<file path="src/rtl/cwd_pkg.sv">
// Package: shared constants for the CPU address window decoder.
// Assumes 2 MB window granularity and a 36-bit CPU address.
package cwd_pkg;
    localparam int ADDR_W  = 36;   // CPU address width
    localparam int DATA_W  = 32;   // register port width
    localparam int REG_AW  = 4;    // register index width
    localparam int UNIT_SH = 21;   // log2 of the 2 MB window unit
    localparam int LO_W    = 15;   // low-bound field width
    localparam int HI_W    = 7;    // high-bound field width
    localparam int RMP_W   = 11;   // remap field width
    localparam int NWIN    = 3;    // number of programmable windows
endpackage

</file>
<file path="src/rtl/cwd_regbank.sv">
// Module: cwd_regbank
// Holds the low, high and remap registers of each window and the placement
// register of the internal window. It applies the field masks on write,
// presents the value each register will hold after the current write, and
// serves a combinational read port.
// Assumes one write per clock. Index layout: 2k = low of window k,
// 2k+1 = high of window k, 2*NWIN = internal window, 2*NWIN+2+k = remap k.
module cwd_regbank #(
    parameter int DATA_W = 32,
    parameter int REG_AW = 4,
    parameter int LO_W   = 15,
    parameter int HI_W   = 7,
    parameter int RMP_W  = 11,
    parameter int NWIN   = 3,
    parameter logic [NWIN-1:0][LO_W-1:0] LO_RST = '0,
    parameter logic [NWIN-1:0][HI_W-1:0] HI_RST = '0,
    parameter logic [LO_W-1:0]           ISD_RST = '0
) (
    input  logic              clk,
    input  logic              rst_n,
    input  logic              wr_en,
    input  logic [REG_AW-1:0] wr_idx,
    input  logic [DATA_W-1:0] wr_data,
    input  logic [REG_AW-1:0] rd_idx,
    output logic [DATA_W-1:0] rd_data,
    output logic [NWIN-1:0]   upd,
    output logic [LO_W-1:0]   nxt_lo [NWIN],
    output logic [HI_W-1:0]   nxt_hi [NWIN],
    output logic              isd_upd,
    output logic [LO_W-1:0]   isd_nxt
);
    localparam int ISD_IDX  = 2 * NWIN;
    localparam int RMP_BASE = 2 * NWIN + 2;

    logic [LO_W-1:0]  lo_q  [NWIN];
    logic [HI_W-1:0]  hi_q  [NWIN];
    logic [RMP_W-1:0] rmp_q [NWIN];
    logic [LO_W-1:0]  isd_q;
    logic [NWIN-1:0]  lo_wr, hi_wr, rm_wr;

    // Decode the write strobe per register and form the post-write values.
    always_comb begin
        for (int k = 0; k < NWIN; k++) begin
            lo_wr[k]  = wr_en && (wr_idx == REG_AW'(2 * k));
            hi_wr[k]  = wr_en && (wr_idx == REG_AW'(2 * k + 1));
            rm_wr[k]  = wr_en && (wr_idx == REG_AW'(RMP_BASE + k));
            nxt_lo[k] = lo_wr[k] ? wr_data[LO_W-1:0] : lo_q[k];
            nxt_hi[k] = hi_wr[k] ? wr_data[HI_W-1:0] : hi_q[k];
            upd[k]    = lo_wr[k] | hi_wr[k];
        end
        isd_upd = wr_en && (wr_idx == REG_AW'(ISD_IDX));
        isd_nxt = isd_upd ? wr_data[LO_W-1:0] : isd_q;
    end

    // Register state: reset to the boot layout, then follow masked writes.
    always_ff @(posedge clk) begin
        if (!rst_n) begin
            for (int k = 0; k < NWIN; k++) begin
                lo_q[k]  <= LO_RST[k];
                hi_q[k]  <= HI_RST[k];
                rmp_q[k] <= LO_RST[k][RMP_W-1:0];
            end
            isd_q <= ISD_RST;
        end else begin
            for (int k = 0; k < NWIN; k++) begin
                lo_q[k] <= nxt_lo[k];
                hi_q[k] <= nxt_hi[k];
                if (lo_wr[k])
                    rmp_q[k] <= wr_data[RMP_W-1:0];
                else if (rm_wr[k])
                    rmp_q[k] <= wr_data[RMP_W-1:0];
            end
            isd_q <= isd_nxt;
        end
    end

    // Read port: zero-extended field, zero for unassigned indices.
    always_comb begin
        rd_data = '0;
        for (int k = 0; k < NWIN; k++) begin
            if (rd_idx == REG_AW'(2 * k))        rd_data = DATA_W'(lo_q[k]);
            if (rd_idx == REG_AW'(2 * k + 1))    rd_data = DATA_W'(hi_q[k]);
            if (rd_idx == REG_AW'(RMP_BASE + k)) rd_data = DATA_W'(rmp_q[k]);
        end
        if (rd_idx == REG_AW'(ISD_IDX)) rd_data = DATA_W'(isd_q);
    end

    // A low write lands in the low register and its remap copy together.
    for (genvar g = 0; g < NWIN; g++) begin : g_chk
        a_r3_remap_follows_low: assert property (@(posedge clk) disable iff (!rst_n)
            lo_wr[g] |=> (rmp_q[g] == $past(wr_data[RMP_W-1:0])));
        a_r2_high_masked: assert property (@(posedge clk) disable iff (!rst_n)
            hi_wr[g] |=> (hi_q[g] == $past(wr_data[HI_W-1:0])));
        a_r2_low_masked: assert property (@(posedge clk) disable iff (!rst_n)
            lo_wr[g] |=> (lo_q[g] == $past(wr_data[LO_W-1:0])));
    end
endmodule

</file>
<file path="src/rtl/cwd_window.sv">
// Module: cwd_window
// One programmable window. It keeps the start and span (in 2 MB units) that
// are in force, replaces them only when a write yields low[HI_W-1:0] <= high,
// and compares the address against [start, start + span).
// Assumes ADDR_W == LO_W + SH, so that the address unit field covers the upper bits.
module cwd_window #(
    parameter int ADDR_W = 36,
    parameter int LO_W   = 15,
    parameter int HI_W   = 7,
    parameter int SH     = 21,
    parameter logic [LO_W-1:0] LO_RST = '0,
    parameter logic [HI_W-1:0] HI_RST = '0
) (
    input  logic              clk,
    input  logic              rst_n,
    input  logic              upd,
    input  logic [LO_W-1:0]   nxt_lo,
    input  logic [HI_W-1:0]   nxt_hi,
    input  logic [ADDR_W-1:0] addr,
    output logic              hit,
    output logic [LO_W-1:0]   base_q,
    output logic [HI_W:0]     span_q
);
    localparam int SPAN_W = HI_W + 1;
    localparam logic [SPAN_W-1:0] RST_SPAN =
        SPAN_W'(HI_RST) + SPAN_W'(1) - SPAN_W'(LO_RST[HI_W-1:0]);

    logic              shape_ok;
    logic [SPAN_W-1:0] new_span;
    logic [LO_W-1:0]   a_u;
    logic [LO_W:0]     end_u;

    // Judge the written pair and compute the span it would give.
    always_comb begin
        shape_ok = (nxt_lo[HI_W-1:0] <= nxt_hi);
        new_span = SPAN_W'(nxt_hi) + SPAN_W'(1) - SPAN_W'(nxt_lo[HI_W-1:0]);
    end

    // Mapping in force: rebuilt only by a well-formed write.
    always_ff @(posedge clk) begin
        if (!rst_n) begin
            base_q <= LO_RST;
            span_q <= RST_SPAN;
        end else if (upd && shape_ok) begin
            base_q <= nxt_lo;
            span_q <= new_span;
        end
    end

    // Range compare in window units; an empty span never hits.
    always_comb begin
        a_u   = addr[SH +: LO_W];
        end_u = {1'b0, base_q} + (LO_W+1)'(span_q);
        hit   = (span_q != '0) && (a_u >= base_q) && ({1'b0, a_u} < end_u);
    end

    a_r5_inverted_write_holds: assert property (@(posedge clk) disable iff (!rst_n)
        (upd && (nxt_lo[HI_W-1:0] > nxt_hi)) |=> ($stable(base_q) && $stable(span_q)));
    a_r4_good_write_takes: assert property (@(posedge clk) disable iff (!rst_n)
        (upd && (nxt_lo[HI_W-1:0] <= nxt_hi)) |=> (base_q == $past(nxt_lo)));
endmodule

</file>
<file path="src/rtl/cwd_isd_place.sv">
// Module: cwd_isd_place
// Places the fixed-size internal register window. The start is the register
// value scaled to window units and lifted out of either reserved hole. The
// module then reports whether the address falls in the window.
// Assumes both holes lie below 2**ADDR_W and the window size is fixed.
module cwd_isd_place #(
    parameter int ADDR_W    = 36,
    parameter int LO_W      = 15,
    parameter int SH        = 21,
    parameter logic [LO_W-1:0]   ISD_RST   = '0,
    parameter logic [ADDR_W-1:0] ISD_BYTES = ADDR_W'(4096),
    parameter logic [ADDR_W-1:0] H0_LO     = ADDR_W'(32'h1E00_0000),
    parameter logic [ADDR_W-1:0] H0_TOP    = ADDR_W'(32'h1F10_0000),
    parameter logic [ADDR_W-1:0] H1_LO     = ADDR_W'(32'h1FC0_0000),
    parameter logic [ADDR_W-1:0] H1_TOP    = ADDR_W'(32'h1FD0_0000)
) (
    input  logic              clk,
    input  logic              rst_n,
    input  logic              upd,
    input  logic [LO_W-1:0]   nxt_val,
    input  logic [ADDR_W-1:0] addr,
    output logic [ADDR_W-1:0] start_q,
    output logic              hit
);
    // Scale to bytes, then lift a start out of each hole in turn.
    function automatic logic [ADDR_W-1:0] place(input logic [LO_W-1:0] v);
        logic [ADDR_W-1:0] b;
        b = ADDR_W'(v) << SH;
        if (b >= H0_LO && b < H0_TOP) b = H0_TOP;
        if (b >= H1_LO && b < H1_TOP) b = H1_TOP;
        return b;
    endfunction

    localparam logic [ADDR_W-1:0] RST_START = place(ISD_RST);

    logic [ADDR_W:0] end_b;

    // Start in force, recomputed when its register is written.
    always_ff @(posedge clk) begin
        if (!rst_n)   start_q <= RST_START;
        else if (upd) start_q <= place(nxt_val);
    end

    // Byte-exact membership test over the fixed window size.
    always_comb begin
        end_b = {1'b0, start_q} + {1'b0, ISD_BYTES};
        hit   = (addr >= start_q) && ({1'b0, addr} < end_b);
    end

    a_r9_start_clear_of_holes: assert property (@(posedge clk) disable iff (!rst_n)
        !((start_q >= H0_LO) && (start_q < H0_TOP)) &&
        !((start_q >= H1_LO) && (start_q < H1_TOP)));
    a_r8_start_follows_write: assert property (@(posedge clk) disable iff (!rst_n)
        (upd && (nxt_val == '0)) |=> (start_q == '0));
endmodule

</file>
<file path="src/rtl/cpu_window_decoder.sv">
// Module: cpu_window_decoder (top)
// Decodes a CPU address against three programmable windows (I/O, mem0, mem1)
// and the internal register window, and resolves overlaps by fixed priority.
// Assumes a single clock, a synchronous active-low reset, and that the address
// is stable for the cycle in which the outputs are used.
module cpu_window_decoder
    import cwd_pkg::*;
#(
    parameter logic [NWIN-1:0][LO_W-1:0] LO_RST  = {15'h790, 15'h090, 15'h080},
    parameter logic [NWIN-1:0][HI_W-1:0] HI_RST  = {7'h1F, 7'h1F, 7'h0F},
    parameter logic [LO_W-1:0]           ISD_RST = 15'h0A0
) (
    input  logic                        clk,
    input  logic                        rst_n,
    input  logic                        reg_wr,
    input  logic [REG_AW-1:0]           reg_widx,
    input  logic [DATA_W-1:0]           reg_wdata,
    input  logic [REG_AW-1:0]           reg_ridx,
    output logic [DATA_W-1:0]           reg_rdata,
    input  logic [ADDR_W-1:0]           cpu_addr,
    output logic [NWIN-1:0]             win_hit,
    output logic [NWIN-1:0]             win_sel,
    output logic [NWIN-1:0][ADDR_W-1:0] win_start,
    output logic [NWIN-1:0][ADDR_W-1:0] win_len,
    output logic [ADDR_W-1:0]           isd_start,
    output logic                        isd_hit
);
    logic [NWIN-1:0] upd;
    logic [LO_W-1:0] nxt_lo [NWIN];
    logic [HI_W-1:0] nxt_hi [NWIN];
    logic            isd_upd;
    logic [LO_W-1:0] isd_nxt;

    cwd_regbank #(
        .DATA_W(DATA_W), .REG_AW(REG_AW), .LO_W(LO_W), .HI_W(HI_W),
        .RMP_W(RMP_W), .NWIN(NWIN), .LO_RST(LO_RST), .HI_RST(HI_RST),
        .ISD_RST(ISD_RST)
    ) u_regs (
        .clk(clk), .rst_n(rst_n), .wr_en(reg_wr), .wr_idx(reg_widx),
        .wr_data(reg_wdata), .rd_idx(reg_ridx), .rd_data(reg_rdata),
        .upd(upd), .nxt_lo(nxt_lo), .nxt_hi(nxt_hi),
        .isd_upd(isd_upd), .isd_nxt(isd_nxt)
    );

    for (genvar k = 0; k < NWIN; k++) begin : g_win
        logic [LO_W-1:0] base_u;
        logic [HI_W:0]   span_u;

        cwd_window #(
            .ADDR_W(ADDR_W), .LO_W(LO_W), .HI_W(HI_W), .SH(UNIT_SH),
            .LO_RST(LO_RST[k]), .HI_RST(HI_RST[k])
        ) u_win (
            .clk(clk), .rst_n(rst_n), .upd(upd[k]),
            .nxt_lo(nxt_lo[k]), .nxt_hi(nxt_hi[k]), .addr(cpu_addr),
            .hit(win_hit[k]), .base_q(base_u), .span_q(span_u)
        );

        // Express the window in byte addresses.
        assign win_start[k] = ADDR_W'(base_u) << UNIT_SH;
        assign win_len[k]   = ADDR_W'(span_u) << UNIT_SH;
    end

    cwd_isd_place #(
        .ADDR_W(ADDR_W), .LO_W(LO_W), .SH(UNIT_SH), .ISD_RST(ISD_RST)
    ) u_isd (
        .clk(clk), .rst_n(rst_n), .upd(isd_upd), .nxt_val(isd_nxt),
        .addr(cpu_addr), .start_q(isd_start), .hit(isd_hit)
    );

    // Priority pick: the lowest-numbered hitting window wins.
    always_comb begin
        logic found;
        found   = 1'b0;
        win_sel = '0;
        for (int k = 0; k < NWIN; k++) begin
            if (win_hit[k] && !found) begin
                win_sel[k] = 1'b1;
                found      = 1'b1;
            end
        end
    end

    a_r7_sel_onehot: assert property (@(posedge clk) disable iff (!rst_n)
        $onehot0(win_sel));
    a_r7_sel_only_on_hit: assert property (@(posedge clk) disable iff (!rst_n)
        ((win_sel & ~win_hit) == '0));
    a_r7_io_wins: assert property (@(posedge clk) disable iff (!rst_n)
        win_hit[0] |-> win_sel[0]);
    a_r7_any_hit_selects: assert property (@(posedge clk) disable iff (!rst_n)
        (win_hit != '0) |-> (win_sel != '0));
endmodule

</file>
<file path="config.mk">
export PLATFORM = sky130hd
export DESIGN_NAME = cpu_window_decoder
export DESIGN_NICKNAME = d
export VERILOG_FILES = /design/src/rtl/cwd_pkg.sv /design/src/rtl/cwd_regbank.sv /design/src/rtl/cwd_window.sv /design/src/rtl/cwd_isd_place.sv /design/src/rtl/cpu_window_decoder.sv
export SDC_FILE = /design/constraint.sdc
export NUM_CORES = 1
export LEC_CHECK = 0
export BUFFER_PORTS_ARGS = -buffer_cell sky130_fd_sc_hd__buf_2
export CORE_MARGIN = 10
export CORE_UTILIZATION = 56
export CTS_CLUSTER_SIZE = 16
export DETAILED_ROUTE_END_ITERATION = 6
export PLACE_DENSITY = 0.84
export RECOVER_POWER = 50
export SYNTH_ARGS = -nofsm -noshare
export SYNTH_HDL_FRONTEND = slang
export SYNTH_HIERARCHICAL = 1
export SYNTH_SLANG_ARGS = --single-unit
</file>
<file path="constraint.sdc">
create_clock -name clk -period 3.9 [get_ports clk]
set_clock_uncertainty 0.05 [all_clocks]
set_input_delay 0.195 -clock clk [delete_from_list [all_inputs] [get_ports clk]]
set_output_delay 0.195 -clock clk [all_outputs]
set_load 0.01 [all_outputs]
</file>
==> results.py <==
metrics = {
    "status": {
        "status": "complete, but fails checks",
        "violations": "max-capacitance violations, max-slew violations, negative setup slack",
    },
    "power": {
        "finalPower_mw": 4.686,
        "peakVddDrop_mv": 0.2499,
        "pwr_density_cell_mw_per_mm2": 275.3,
        "p_leak_nw": 7.676,
    },
    "synthesis": {
        "synth_area_mm2": 0.01561,
        "yosysTopAreaCellShare": 0.2129,
        "yosys.area.top_type": "dfxtp_1",
        "synth_ff_type": "dfxtp_1",
        "ys.warnings.count": 6,
        "ys_ff_latch": 199,
        "yosys-top-cells-count": "188 x buf_4, 179 x ha_1, 166 x dfxtp_1",
        "synthCells": 1704,
        "async_reset_ff_frac": 0,
        "ys_seq_area_frac": 0.2763,
        "post-synth-top-count-cell": "buf_4",
        "synth_area_leaders": "dfxtp_1 21%, ha_1 14%, buf_4 9.0%",
        "synthDistinctLibCells": 92,
        "synth_edf_count": 33,
        "syn_avg_cell_area_um2": 9.162,
    },
    "drt": {
        "drt-initial-drc-count": 1053,
        "vias_per_cell": 5.604,
        "vias": 12670,
        "drcViolationCount": 0,
        "wl_um": 45420,
        "antenna_left": 0,
        "dr.pass1.iters": 6,
        "wl_per_cell_um": 20.09,
    },
    "placed_design": {
        "place_worst_setup_slack_ps": 60.43,
        "hpwl_um": 35610,
        "port_buffers": 168,
        "gp_congestion": 0.9456,
    },
    "timing": {
        "tns_ps": -65.97,
        "timing.final.ws_setup_ps": -65.97,
        "rsz0062_at_grt": "yes",
        "layout_min_cycle_time_ps": 3966,
        "worst_pin_slew_ps": 2361,
        "slew_violations": 65,
        "hold_violations": 0,
        "setup_viol": 1,
        "timing.fmax_mhz": 252.1,
        "period_share": 1.017,
        "max_slew_margin": -0.5739,
    },
    "critical_path": {
        "cp-end-kind": "output port",
        "crit_start": "g_win[2].u_win/base_q[0]$_SDFFE_PN0P_",
        "r2r-start": "u_regs/lo_q[0][16]$_SDFF_PN0_",
        "reg2regPathDepth": 10,
        "arrival_ps": 3720,
        "worst-r2r-setup-slack_ps": 890,
        "cp.required_ps": 3650,
        "critPathLaunchType": "flop",
        "path_max_fanout": 4,
        "cp_cell_sequence": "ha_4, fa_2, a21oi_4, o211ai_1, a211oi_2, buf_4, nor3b_1, xnor2_1, ha_1, and3_4, a221oi_2, o21ai_1, a221oi_2, buf_4, nor3b_2, buf_2",
        "slowest_stage": "fa_2",
        "critical_path_class": "flop to output port",
        "max_stage_delay_ps": 360,
        "r2r_end": "g_win[1].u_win/base_q[2]$_SDFFE_PN0P_",
    },
    "layout": {
        "drive_gt1_frac": 0.2157,
        "area_growth_syn_to_layout_pct": 9.048,
        "n_fill_cell": 2272,
        "nNetsFinal": 2136,
    },
    "global_route": {
        "grt_usage": 0.2436,
        "antenna_found_initial": 1,
        "grt_start_max_net_pins": 82,
        "grt_remaining_overflow": 0,
        "grt_pass1_wl_um": 69550,
        "grt_pass1_vias": 12679,
    },
    "clock_tree": {
        "clockBufferDepth": 2,
        "numCtsBuffers": 17,
        "clock-sinks": 199,
        "cts_tree": "yes",
        "clkTransAtPathRegs_ps": 80,
        "clk-insertion-delay-late_ps": 440,
        "cts-root-buf": "clkbuf_16",
        "htree_levels": 4,
    },
    "floorplanning": {
        "num_rows": 61,
        "die_w_um": 187.0,
        "start_util": 0.5650,
        "core_mm2": 0.02763,
        "ios": 370,
        "dieArea_mm2": 0.03496,
        "die_h_um": 187.0,
    },
    "flow_run": {
        "maxCapViolations": 1,
    },
    "min_path": {
        "worst_hold_startpoint": "reg_wdata[7]",
        "hold-path-endpoint": "u_regs/rmp_q[2][7]$_DFFE_PP_",
        "worstHoldPathCells": 2,
        "min_path_type": "input port to flop",
    },
}
## metrics by stage
step                hold slack, ps  area (µm²)  utilization  cells
global placement             436.0       16150       0.5845   2222
detailed placement           443.9       16150       0.5845   2222
global route                 105.3       17020       0.6161   2260
finish                       117.0       17020       0.6162   2261
floorplan                    273.2       16290            -   1885
CTS                          97.25       16830       0.6091   2258
## registers in the layout, summed over array words and instances (netlist names)
signal,cells
g_win.u_win/span_q,24
g_win.u_win/base_q,45
u_regs/isd_q,15
u_regs/lo_q,45
u_regs/rmp_q,33
u_regs/hi_q,21
u_isd/start_q,16
## how the worst max path moves through the flow
stage                       to  depth (start not counted)  slack (ps)
floorplan           win_sel[0]                         15         310
global placement    win_sel[2]                         16         190
CTS                 win_sel[2]                         16        -170
finish              win_sel[2]                         16         -70
detailed placement  win_sel[1]                         16          60
global route        win_sel[2]                         15        -300
## kinds of logic (layout without fill, tap and decap cells)
kind of cell	after synthesis	after routing	synth area share
simple gates	463	463	0.1690
buf+inv	373	370	0.1439
compound gates	272	272	0.1172
flops	199	199	0.2763
fa+ha+maj	188	188	0.1550
mux	164	164	0.1143
xor+xnor	42	42	0.02356
other cells	3	185	0.0007213
## timing repair
item,in CTS,in global routing
gates resized for setup,27,47
pin swaps,15,18
hold buffers,0,0
buffers inserted,4,2
endpoints found under the setup margin,6,6
## layer usage
metal,track usage,share of wire
met1,0.2756,0.38
met2,0.4313,0.49
met3,0.06283,0.089
met4,0.09057,0.034
met5,0,0.00029
## critical path, delay by kind of cell, from the launching register on
family	cells	cell delay, ps
flops	1	340
xor+xnor	1	140
buf+inv	3	500
fa+ha+maj	3	800
compound gates	6	1120
simple gates	3	390
## power breakdown
group / leakage (nW) / total, mW / switching, mW / internal (mW)
logic: 5.73 / 0.816 / 0.520 / 0.296
clock network: 0.278 / 1.72 / 0.865 / 0.850
registers: 1.67 / 2.16 / 0.0268 / 2.13
total: 7.68 / 4.69 / 1.41 / 3.27
## area by class of cell
cell class	count	area (µm²)	share of cell area
tap	378	473.0	0.02778
inverter	134	503.0	0.02955
timing repair buffer	204	1137	0.06681
multi-input combinational	1313	9993	0.5870
sequential	199	4343	0.2551
clock buffer	18	429.2	0.02521
clock inverter	14	142.6	0.008379
antenna	1	2.502	0.0001470
## placed cells by master (no fill, tap or decap), types with 21 or more instances in the layout
cell / Yosys / final
nor2b_1: 63 / 61
edfxtp_1: 33 / 33
conb_1: 3 / 184
dfxtp_1: 166 / 149
buf_4: 188 / 29
a21oi_1: 72 / 65
xnor2_1: 30 / 30
mux2i_1: 83 / 83
nand2_1: 60 / 60
buf_2: 7 / 159
nor2_1: 75 / 75
mux2_2: 70 / 70
nand3_1: 22 / 21
o21ai_0: 52 / 42
or2_2: 26 / 26
inv_1: 133 / 133
nand2b_1: 32 / 32
and2_1: 86 / 86
ha_1: 179 / 169
(Power assumes the default switching activity.)
